## config.mk

```make
export PLATFORM = sky130hd
export DESIGN_NAME = jit_core
export DESIGN_NICKNAME = d
export VERILOG_FILES = /design/src/rtl/jit_pkg.sv /design/src/rtl/jit_decode.sv /design/src/rtl/jit_regfile.sv /design/src/rtl/jit_exec.sv /design/src/rtl/jit_core.sv
export SDC_FILE = /design/constraint.sdc
export NUM_CORES = 2
export LEC_CHECK = 0
export BUFFER_PORTS_ARGS = -buffer_cell sky130_fd_sc_hd__buf_2
export CAP_MARGIN = 20
export CORE_AREA = 2 2 263 525
export CTS_BUF_LIST = sky130_fd_sc_hd__clkbuf_8
export CTS_CLUSTER_DIAMETER = 50
export DETAILED_ROUTE_END_ITERATION = 7
export DIE_AREA = 0 0 265 527
export GPL_TIMING_DRIVEN = 0
export SLEW_MARGIN = 20
export SYNTH_ARGS = -nofsm -noshare
export SYNTH_HDL_FRONTEND = slang
export SYNTH_HIERARCHICAL = 1
export SYNTH_SLANG_ARGS = --single-unit
```

## constraint.sdc

```tcl
create_clock -name clk_i -period 15.5 [get_ports clk_i]
set_clock_uncertainty 0.15 [all_clocks]
set_input_delay 3.1 -clock clk_i [delete_from_list [all_inputs] [get_ports clk_i]]
set_output_delay 3.1 -clock clk_i [all_outputs]
set_load 0.02 [all_outputs]
```

## src/rtl/jit_pkg.sv

```systemverilog
package jit_pkg;
  localparam int unsigned XLEN = 32;
  localparam int unsigned RIDX = 5;

  localparam logic [6:0] OP_ALUI  = 7'b0010011;
  localparam logic [6:0] OP_LOAD  = 7'b0000011;
  localparam logic [6:0] OP_STORE = 7'b0100011;
  localparam logic [6:0] OP_JALR  = 7'b1100111;
  localparam logic [6:0] OP_AUIPC = 7'b0010111;
  localparam logic [6:0] OP_SYS   = 7'b1110011;

  localparam logic [2:0] F3_ADD  = 3'b000;
  localparam logic [2:0] F3_XOR  = 3'b100;
  localparam logic [2:0] F3_OR   = 3'b110;
  localparam logic [2:0] F3_WORD = 3'b010;

  localparam logic [XLEN-1:0] WORD_BRK = 32'h0010_0073;
  localparam logic [RIDX-1:0] REG_SVC  = 5'd17;
  localparam logic [RIDX-1:0] REG_ARG  = 5'd10;

  typedef enum logic [2:0] {
    K_ALU, K_LOAD, K_STORE, K_JALR, K_AUIPC, K_NOP, K_ECALL, K_BAD
  } kind_e;

  typedef enum logic [2:0] {
    S_FETCH, S_WAIT, S_EXEC, S_LOAD, S_STOP
  } state_e;

  typedef struct packed {
    kind_e           kind;
    logic [RIDX-1:0] rd;
    logic [RIDX-1:0] ra;
    logic [RIDX-1:0] rb;
    logic [2:0]      f3;
    logic [XLEN-1:0] imm;
  } dec_t;
endpackage

```

## src/rtl/jit_decode.sv

```systemverilog
module jit_decode
  import jit_pkg::*;
(
  input  logic [XLEN-1:0] ir_i,
  output dec_t            dec_o
);
  logic [6:0]      opc;
  logic [XLEN-1:0] imm_i, imm_s, imm_u;

  assign opc   = ir_i[6:0];
  assign imm_i = {{(XLEN-12){ir_i[31]}}, ir_i[31:20]};
  assign imm_s = {{(XLEN-12){ir_i[31]}}, ir_i[31:25], ir_i[11:7]};
  assign imm_u = {ir_i[31:12], 12'b0};

  always_comb begin
    dec_o.rd   = ir_i[11:7];
    dec_o.ra   = ir_i[19:15];
    dec_o.rb   = ir_i[24:20];
    dec_o.f3   = ir_i[14:12];
    dec_o.imm  = imm_i;
    dec_o.kind = K_BAD;
    unique case (opc)
      OP_ALUI: begin
        if (ir_i[14:12] == F3_ADD || ir_i[14:12] == F3_XOR || ir_i[14:12] == F3_OR)
          dec_o.kind = K_ALU;
      end
      OP_LOAD: begin
        if (ir_i[14:12] == F3_WORD) dec_o.kind = K_LOAD;
      end
      OP_STORE: begin
        dec_o.imm = imm_s;
        if (ir_i[14:12] == F3_WORD) dec_o.kind = K_STORE;
      end
      OP_JALR: begin
        if (ir_i[14:12] == 3'b000) dec_o.kind = K_JALR;
      end
      OP_AUIPC: begin
        dec_o.imm  = imm_u;
        dec_o.kind = K_AUIPC;
      end
      OP_SYS: begin
        // call port reads service code and argument registers
        dec_o.ra   = REG_SVC;
        dec_o.rb   = REG_ARG;
        dec_o.kind = (ir_i == WORD_BRK) ? K_NOP : K_ECALL;
      end
      default: dec_o.kind = K_BAD;
    endcase
  end
endmodule

```

## src/rtl/jit_regfile.sv

```systemverilog
module jit_regfile #(
  parameter int unsigned NREG = 32,
  parameter int unsigned DW   = 32,
  localparam int unsigned AW  = $clog2(NREG)
) (
  input  logic          clk_i,
  input  logic          we_i,
  input  logic [AW-1:0] wa_i,
  input  logic [DW-1:0] wd_i,
  input  logic [AW-1:0] ra_i,
  input  logic [AW-1:0] rb_i,
  output logic [DW-1:0] qa_o,
  output logic [DW-1:0] qb_o
);
  // no storage for x0
  logic [DW-1:0] regs_q [1:NREG-1];

  always_ff @(posedge clk_i) begin
    if (we_i && wa_i != '0) regs_q[wa_i] <= wd_i;
  end

  assign qa_o = (ra_i == '0) ? '0 : regs_q[ra_i];
  assign qb_o = (rb_i == '0) ? '0 : regs_q[rb_i];
endmodule

```

## src/rtl/jit_exec.sv

```systemverilog
module jit_exec
  import jit_pkg::*;
(
  input  dec_t            dec_i,
  input  logic [XLEN-1:0] pc_i,
  input  logic [XLEN-1:0] rs_a_i,
  output logic [XLEN-1:0] result_o,
  output logic [XLEN-1:0] ea_o,
  output logic [XLEN-1:0] target_o,
  output logic [XLEN-1:0] link_o
);
  assign ea_o     = rs_a_i + dec_i.imm;
  assign target_o = {ea_o[XLEN-1:1], 1'b0};
  assign link_o   = pc_i + XLEN'(4);

  always_comb begin
    result_o = '0;
    unique case (dec_i.kind)
      K_ALU: begin
        unique case (dec_i.f3)
          F3_XOR:  result_o = rs_a_i ^ dec_i.imm;
          F3_OR:   result_o = rs_a_i | dec_i.imm;
          default: result_o = rs_a_i + dec_i.imm;
        endcase
      end
      K_AUIPC: result_o = pc_i + dec_i.imm;
      K_JALR:  result_o = link_o;
      default: result_o = '0;
    endcase
  end
endmodule

```

## src/rtl/jit_core.sv

```systemverilog
module jit_core
  import jit_pkg::*;
#(
  parameter int unsigned     CODE_BYTES = 256,
  parameter int unsigned     NREG       = 32,
  parameter logic [XLEN-1:0] HALT_SVC   = 32'd10
) (
  input  logic            clk_i,
  input  logic            rst_ni,
  output logic [XLEN-1:0] mem_addr_o,
  output logic            mem_re_o,
  output logic            mem_we_o,
  output logic [XLEN-1:0] mem_wdata_o,
  input  logic [XLEN-1:0] mem_rdata_i,
  output logic            ecall_valid_o,
  output logic [XLEN-1:0] ecall_code_o,
  output logic [XLEN-1:0] ecall_arg_o,
  output logic            halt_o,
  output logic            fault_o,
  output logic [XLEN-1:0] fault_pc_o
);
  localparam int unsigned     RAW      = $clog2(NREG);
  localparam logic [XLEN-1:0] CODE_END = XLEN'(CODE_BYTES);

  state_e          st_q;
  logic [XLEN-1:0] pc_q, ir_q, fpc_q, ecode_q, earg_q;
  logic            halt_q, fault_q, ev_q;

  dec_t            dec;
  logic [XLEN-1:0] rs_a, rs_b, result, ea, target, link;
  logic            wr_en;
  logic [XLEN-1:0] wr_dat;

  jit_decode u_dec (.ir_i(ir_q), .dec_o(dec));

  jit_regfile #(.NREG(NREG), .DW(XLEN)) u_rf (
    .clk_i (clk_i),
    .we_i  (wr_en),
    .wa_i  (dec.rd[RAW-1:0]),
    .wd_i  (wr_dat),
    .ra_i  (dec.ra[RAW-1:0]),
    .rb_i  (dec.rb[RAW-1:0]),
    .qa_o  (rs_a),
    .qb_o  (rs_b)
  );

  jit_exec u_exe (
    .dec_i    (dec),
    .pc_i     (pc_q),
    .rs_a_i   (rs_a),
    .result_o (result),
    .ea_o     (ea),
    .target_o (target),
    .link_o   (link)
  );

  assign wr_en  = (st_q == S_LOAD) ||
                  (st_q == S_EXEC && (dec.kind == K_ALU || dec.kind == K_AUIPC ||
                                      dec.kind == K_JALR));
  assign wr_dat = (st_q == S_LOAD) ? mem_rdata_i : result;

  assign mem_re_o    = (st_q == S_FETCH && pc_q < CODE_END) ||
                       (st_q == S_EXEC && dec.kind == K_LOAD);
  assign mem_we_o    = (st_q == S_EXEC && dec.kind == K_STORE);
  assign mem_addr_o  = (st_q == S_FETCH) ? pc_q : ea;
  assign mem_wdata_o = rs_b;

  always_ff @(posedge clk_i or negedge rst_ni) begin
    if (!rst_ni) begin
      st_q    <= S_FETCH;
      pc_q    <= '0;
      ir_q    <= '0;
      halt_q  <= 1'b0;
      fault_q <= 1'b0;
      fpc_q   <= '0;
      ev_q    <= 1'b0;
      ecode_q <= '0;
      earg_q  <= '0;
    end else begin
      ev_q <= 1'b0;
      unique case (st_q)
        S_FETCH: begin
          if (pc_q >= CODE_END) begin
            halt_q <= 1'b1;
            st_q   <= S_STOP;
          end else begin
            st_q <= S_WAIT;
          end
        end
        S_WAIT: begin
          ir_q <= mem_rdata_i;
          st_q <= S_EXEC;
        end
        S_EXEC: begin
          unique case (dec.kind)
            K_ALU, K_AUIPC, K_NOP, K_STORE: begin
              pc_q <= link;
              st_q <= S_FETCH;
            end
            K_LOAD: st_q <= S_LOAD;
            K_JALR: begin
              pc_q <= target;
              st_q <= S_FETCH;
            end
            K_ECALL: begin
              ev_q    <= 1'b1;
              ecode_q <= rs_a;
              earg_q  <= rs_b;
              pc_q    <= link;
              if (rs_a == HALT_SVC) begin
                halt_q <= 1'b1;
                st_q   <= S_STOP;
              end else begin
                st_q <= S_FETCH;
              end
            end
            default: begin
              fault_q <= 1'b1;
              fpc_q   <= pc_q;
              st_q    <= S_STOP;
            end
          endcase
        end
        S_LOAD: begin
          pc_q <= link;
          st_q <= S_FETCH;
        end
        default: st_q <= S_STOP;
      endcase
    end
  end

  assign ecall_valid_o = ev_q;
  assign ecall_code_o  = ecode_q;
  assign ecall_arg_o   = earg_q;
  assign halt_o        = halt_q;
  assign fault_o       = fault_q;
  assign fault_pc_o    = fpc_q;

  p_rw_excl_r7: assert property (@(posedge clk_i) disable iff (!rst_ni)
    !(mem_re_o && mem_we_o));

  p_call_pulse_r8: assert property (@(posedge clk_i) disable iff (!rst_ni)
    ecall_valid_o |=> !ecall_valid_o);

  p_halt_hold_r9: assert property (@(posedge clk_i) disable iff (!rst_ni)
    halt_o |=> halt_o);

  p_quiet_stop_r9: assert property (@(posedge clk_i) disable iff (!rst_ni)
    (halt_o || fault_o) |-> (!mem_re_o && !mem_we_o));

  p_fault_hold_r2: assert property (@(posedge clk_i) disable iff (!rst_ni)
    fault_o |=> (fault_o && $stable(fault_pc_o)));

  p_halt_xor_fault_r3: assert property (@(posedge clk_i) disable iff (!rst_ni)
    !(halt_o && fault_o));
endmodule

```

==> results.sh <==
export IMPL_status="finished, final reports clean"
export IMPL_synth_ff_latch_count=1158
export IMPL_power_frac_clock_pct=29.4
export IMPL_power_combinational_fraction_pct=34.1
export IMPL_floorplan_io_pins=199
export IMPL_power_total_uw=9310
export IMPL_netSwitchingFraction_pct=35.6
export IMPL_post_synth_instance_area_sq_um=60700
export IMPL_dr_total_vias=42200
export IMPL_post_cts_setup_buffer_count=0
export IMPL_seq_area_frac_synth_pct=55.9
export IMPL_met2_usage_pct=50.7
export IMPL_hold_worst_slack_ns=0.314
export IMPL_antenna_found_initial=11
export IMPL_crit_reg2reg_launch="ir_q[5]"
export IMPL_total_leakage_power_uw=0.0260
export IMPL_ctsResizeCount=0
export IMPL_clkSinkCount=1158
export IMPL_clock_fmax_ghz=0.0817
export IMPL_maxSlewViolCount=0
export IMPL_hp_class="flip-flop to flip-flop"
export IMPL_overflow=0
export IMPL_average_footprint_of_a_synthesized_cell_sq_um=14.7
export IMPL_grt_pass1_wl_um=316000
export IMPL_drt_wirelength_per_cell_um=35.5
export IMPL_vias_in_the_first_global_route=42000
export IMPL_yosys_most_used_dff="sky130_fd_sc_hd__edfxtp_1"
export IMPL_finalWorstPathRequiredPeriod_ns=12.24
export IMPL_avgViaCountPerCell=6.55
export IMPL_core_area_sq_um=136000
export IMPL_postRouteWirelength_um=228000
export IMPL_htree_levels=4
export IMPL_dieHeight_um=527
export IMPL_starting_utilization_of_the_core_area_pct=44.7
export IMPL_cp_startpoint="ir_q[5]"
export IMPL_rsz0062_at_grt="false"
export IMPL_irDropWorstVdd_mv=0.116
export IMPL_clkLatencyLatePin_ns=0.92
export IMPL_worst_path_max_fanout=10
export IMPL_synthToLayoutAreaGrowth_pct=13.9
export IMPL_power_switching_uw=3320
export IMPL_synth_cell_types=99
export IMPL_postCtsHoldBufs=0
export IMPL_max_slew_margin_pct=21.1
export IMPL_critPathLaunchType="flip-flop"
export IMPL_clock_tree_root_cell="sky130_fd_sc_hd__clkbuf_8"
export IMPL_fin_cells=6440
export IMPL_postSynth_asyncResetShare_pct=14.3
export IMPL_yosys_top_cells_area="sky130_fd_sc_hd__edfxtp_1 (49%), sky130_fd_sc_hd__mux4_2 (13%), sky130_fd_sc_hd__dfrtp_1 (6.8%)"
export IMPL_rows=192
export IMPL_post_synth_inst_count=4122
export IMPL_cts_inserted_buffers=169
export IMPL_placed_cells_incl_taps=6120
export IMPL_hold_path_startpoint="fault_o"
export IMPL_drt_antenna_violating_nets=0
export IMPL_gpl_final_weighted_congestion=0.987
export IMPL_layout_drive_gt1_share_pct=28.4
export IMPL_sequentialPowerShare_pct=36.6
export IMPL_dp_hpwl_um=169000
export IMPL_worst_setup_end_kind="output pin"
export IMPL_post_route_drc_count=0
export IMPL_synth_top_area_cell="sky130_fd_sc_hd__edfxtp_1"
export IMPL_timing_hold_violations_final=0
export IMPL_cp_arrival_ns=8.99
export IMPL_timing_setup_critical_path_class="flip-flop to output pin"
export IMPL_power_density_cell_area_nw_per_um2=135
export IMPL_drt_iter0_drc=5946
export IMPL_io_buffer_count=198
export IMPL_internal_power_uw=5990
export IMPL_cap_violations=0
export IMPL_synth_net_count=4253
export IMPL_overall_die_width_um=265
export IMPL_synth_top_cell_area_share_pct=49.0
export IMPL_critical_path_required_ns=12.25
export IMPL_timing_reg2reg_setup_slack_ns=6.48
export IMPL_largest_net_degree_at_the_start_of_global_routing=76
export IMPL_grt_use_total_pct=32.5
export IMPL_tightest_slew_ns=1.18
export IMPL_final_setup_vio_count=0
export IMPL_drt_pre_antenna_iters=6
export IMPL_number_of_synthesis_warnings=6
export IMPL_fp_dieArea_sq_um=140000
export IMPL_grt_use_met3_pct=6.33
export IMPL_finalCritPeriodShare_pct=79.0
export IMPL_timing_setup_tns_ns=0
export IMPL_cts_tree="done"
export IMPL_number_of_enable_type_register_cells_in_the_synthesized_netlist=992
export IMPL_nets=4676
export IMPL_clkTransAtPathRegs_ns=0.07
export IMPL_max_clock_path_buffers=3
export IMPL_m1_gr_usage_pct=40.4
export IMPL_grt_busiest_layer="met2"
routing by layer:
layer | vias to the layer above | part of all wire [%]
li1 | 17300 | -
met1 | 21600 | 37
met2 | 2619 | 46
met3 | 646 | 8.7
met4 | 2 | 8.8
met5 | - | 0.0066
power groups by stage:
| stage | Clock, uW | Combinational, uW | Sequential [uW] |
|---|---|---|---|
| global route | 2890 | 3300 | 3410 |
| floorplan | 0 | 1990 | 3460 |
| finish | 2730 | 3170 | 3410 |
| detailed placement | 0 | 3120 | 3470 |
| CTS | 2780 | 3140 | 3400 |
| global placement | 0 | 3100 | 3470 |
area by class of cell:
type	instances	area (sq um)
Tap cell	1746	2180
Multi-Input combinational cell	2550	24800
Sequential cell	1158	33900
Timing Repair Buffer	252	2270
Buffer	329	1930
Fill cell	11500	66800
Antenna cell	6	15.0
Clock inverter	125	1100
Inverter	85	319
Clock buffer	189	2600
synth_stat cells, drive strengths merged, types with 85 or more instances:
master and instances:
clkbuf 134, nor2 188, buf 195, o21ai 129, nand2 195, ha 95, inv 85, a21oi 140
mux2 228, edfxtp 992, mux4 350, dfrtp 166, mux2i 348, a22oi 102
stage by stage:
| stage | util (%) | cell area [sq um] | setup WS (ns) |
|---|---|---|---|
| after floorplan | - | 60700 | 6.92 |
| after global placement | 47.0 | 63900 | 3.83 |
| after detailed placement | 48.1 | 65500 | 4.51 |
| after CTS | 50.9 | 69200 | 3.48 |
| after global routing | 50.9 | 69200 | 3.28 |
| final | 50.9 | 69200 | 3.26 |
flip-flops by register name, summed over array words and instances, names as in the netlist:
register and cells:
fault_pc_o 32, fault_o 1, ecall_code_o 32, pc_q 32, ecall_valid_o 1, ecall_arg_o 32, st_q 3, ir_q 32
u_rf/regs_q 992, halt_o 1
kinds of logic (layout without fill, tap and decap cells):
group                      Yosys count  in the layout  share of synthesized area, %
muxes                              926            926                          23.0
buffers and inverters              414            980                          3.68
other                                1              7                       0.00617
adders and majority gates           97             97                          2.02
and+or+nand+nor                    745            745                          6.11
xor gates and xnor gates            80             80                          1.17
AOI/OAI and AO/OA                  701            701                          8.12
DFF                               1158           1158                          55.9
worst paths after layout:
check	to	depth (start not counted)
worst max-delay path	mem_addr_o[29]	25
worst min-delay path	fault_o	1
worst max register to register	u_rf/regs_q[27][29]	24
worst min register to register	fault_o	1
max in group asynchronous	pc_q[24]	3
min in group asynchronous	ecall_arg_o[11]	1
critical path, cell delays in order, from the launching register on:
cell and delay [ns]:
sky130_fd_sc_hd__dfrtp_1 0.38, sky130_fd_sc_hd__buf_2 0.19, sky130_fd_sc_hd__and4b_1 0.26, sky130_fd_sc_hd__nand2_1 0.13, sky130_fd_sc_hd__clkbuf_1 0.37, sky130_fd_sc_hd__and2_1 0.24
sky130_fd_sc_hd__buf_2 0.52, sky130_fd_sc_hd__buf_1 0.88, sky130_fd_sc_hd__buf_2 0.61, sky130_fd_sc_hd__mux2i_1 0.60, sky130_fd_sc_hd__nand2_1 0.12, sky130_fd_sc_hd__a311o_1 0.63
sky130_fd_sc_hd__inv_1 0.16, sky130_fd_sc_hd__ha_1 0.24, sky130_fd_sc_hd__clkbuf_8 0.17, sky130_fd_sc_hd__a211oi_1 0.34, sky130_fd_sc_hd__o21ai_1 0.12, sky130_fd_sc_hd__o211ai_1 0.17
sky130_fd_sc_hd__o2111ai_1 0.20, sky130_fd_sc_hd__nand2_1 0.33, sky130_fd_sc_hd__o21ai_1 0.14, sky130_fd_sc_hd__o211ai_1 0.26, sky130_fd_sc_hd__o31ai_1 0.16, sky130_fd_sc_hd__xnor2_1 0.40
sky130_fd_sc_hd__mux2_2 0.25, sky130_fd_sc_hd__buf_2 0.16
layout by cell type, fill, tap and decap left out, types with 125 or more instances in the layout:
master / n
sky130_fd_sc_hd__edfxtp_1: 992
sky130_fd_sc_hd__dfrtp_1: 166
sky130_fd_sc_hd__nor2_1: 157
sky130_fd_sc_hd__mux2i_1: 348
sky130_fd_sc_hd__buf_2: 280
sky130_fd_sc_hd__inv_1: 125
sky130_fd_sc_hd__nand2_1: 194
sky130_fd_sc_hd__a21oi_1: 140
sky130_fd_sc_hd__clkbuf_8: 193
sky130_fd_sc_hd__mux4_2: 340
sky130_fd_sc_hd__mux2_2: 218
(Power assumes the default switching activity.)
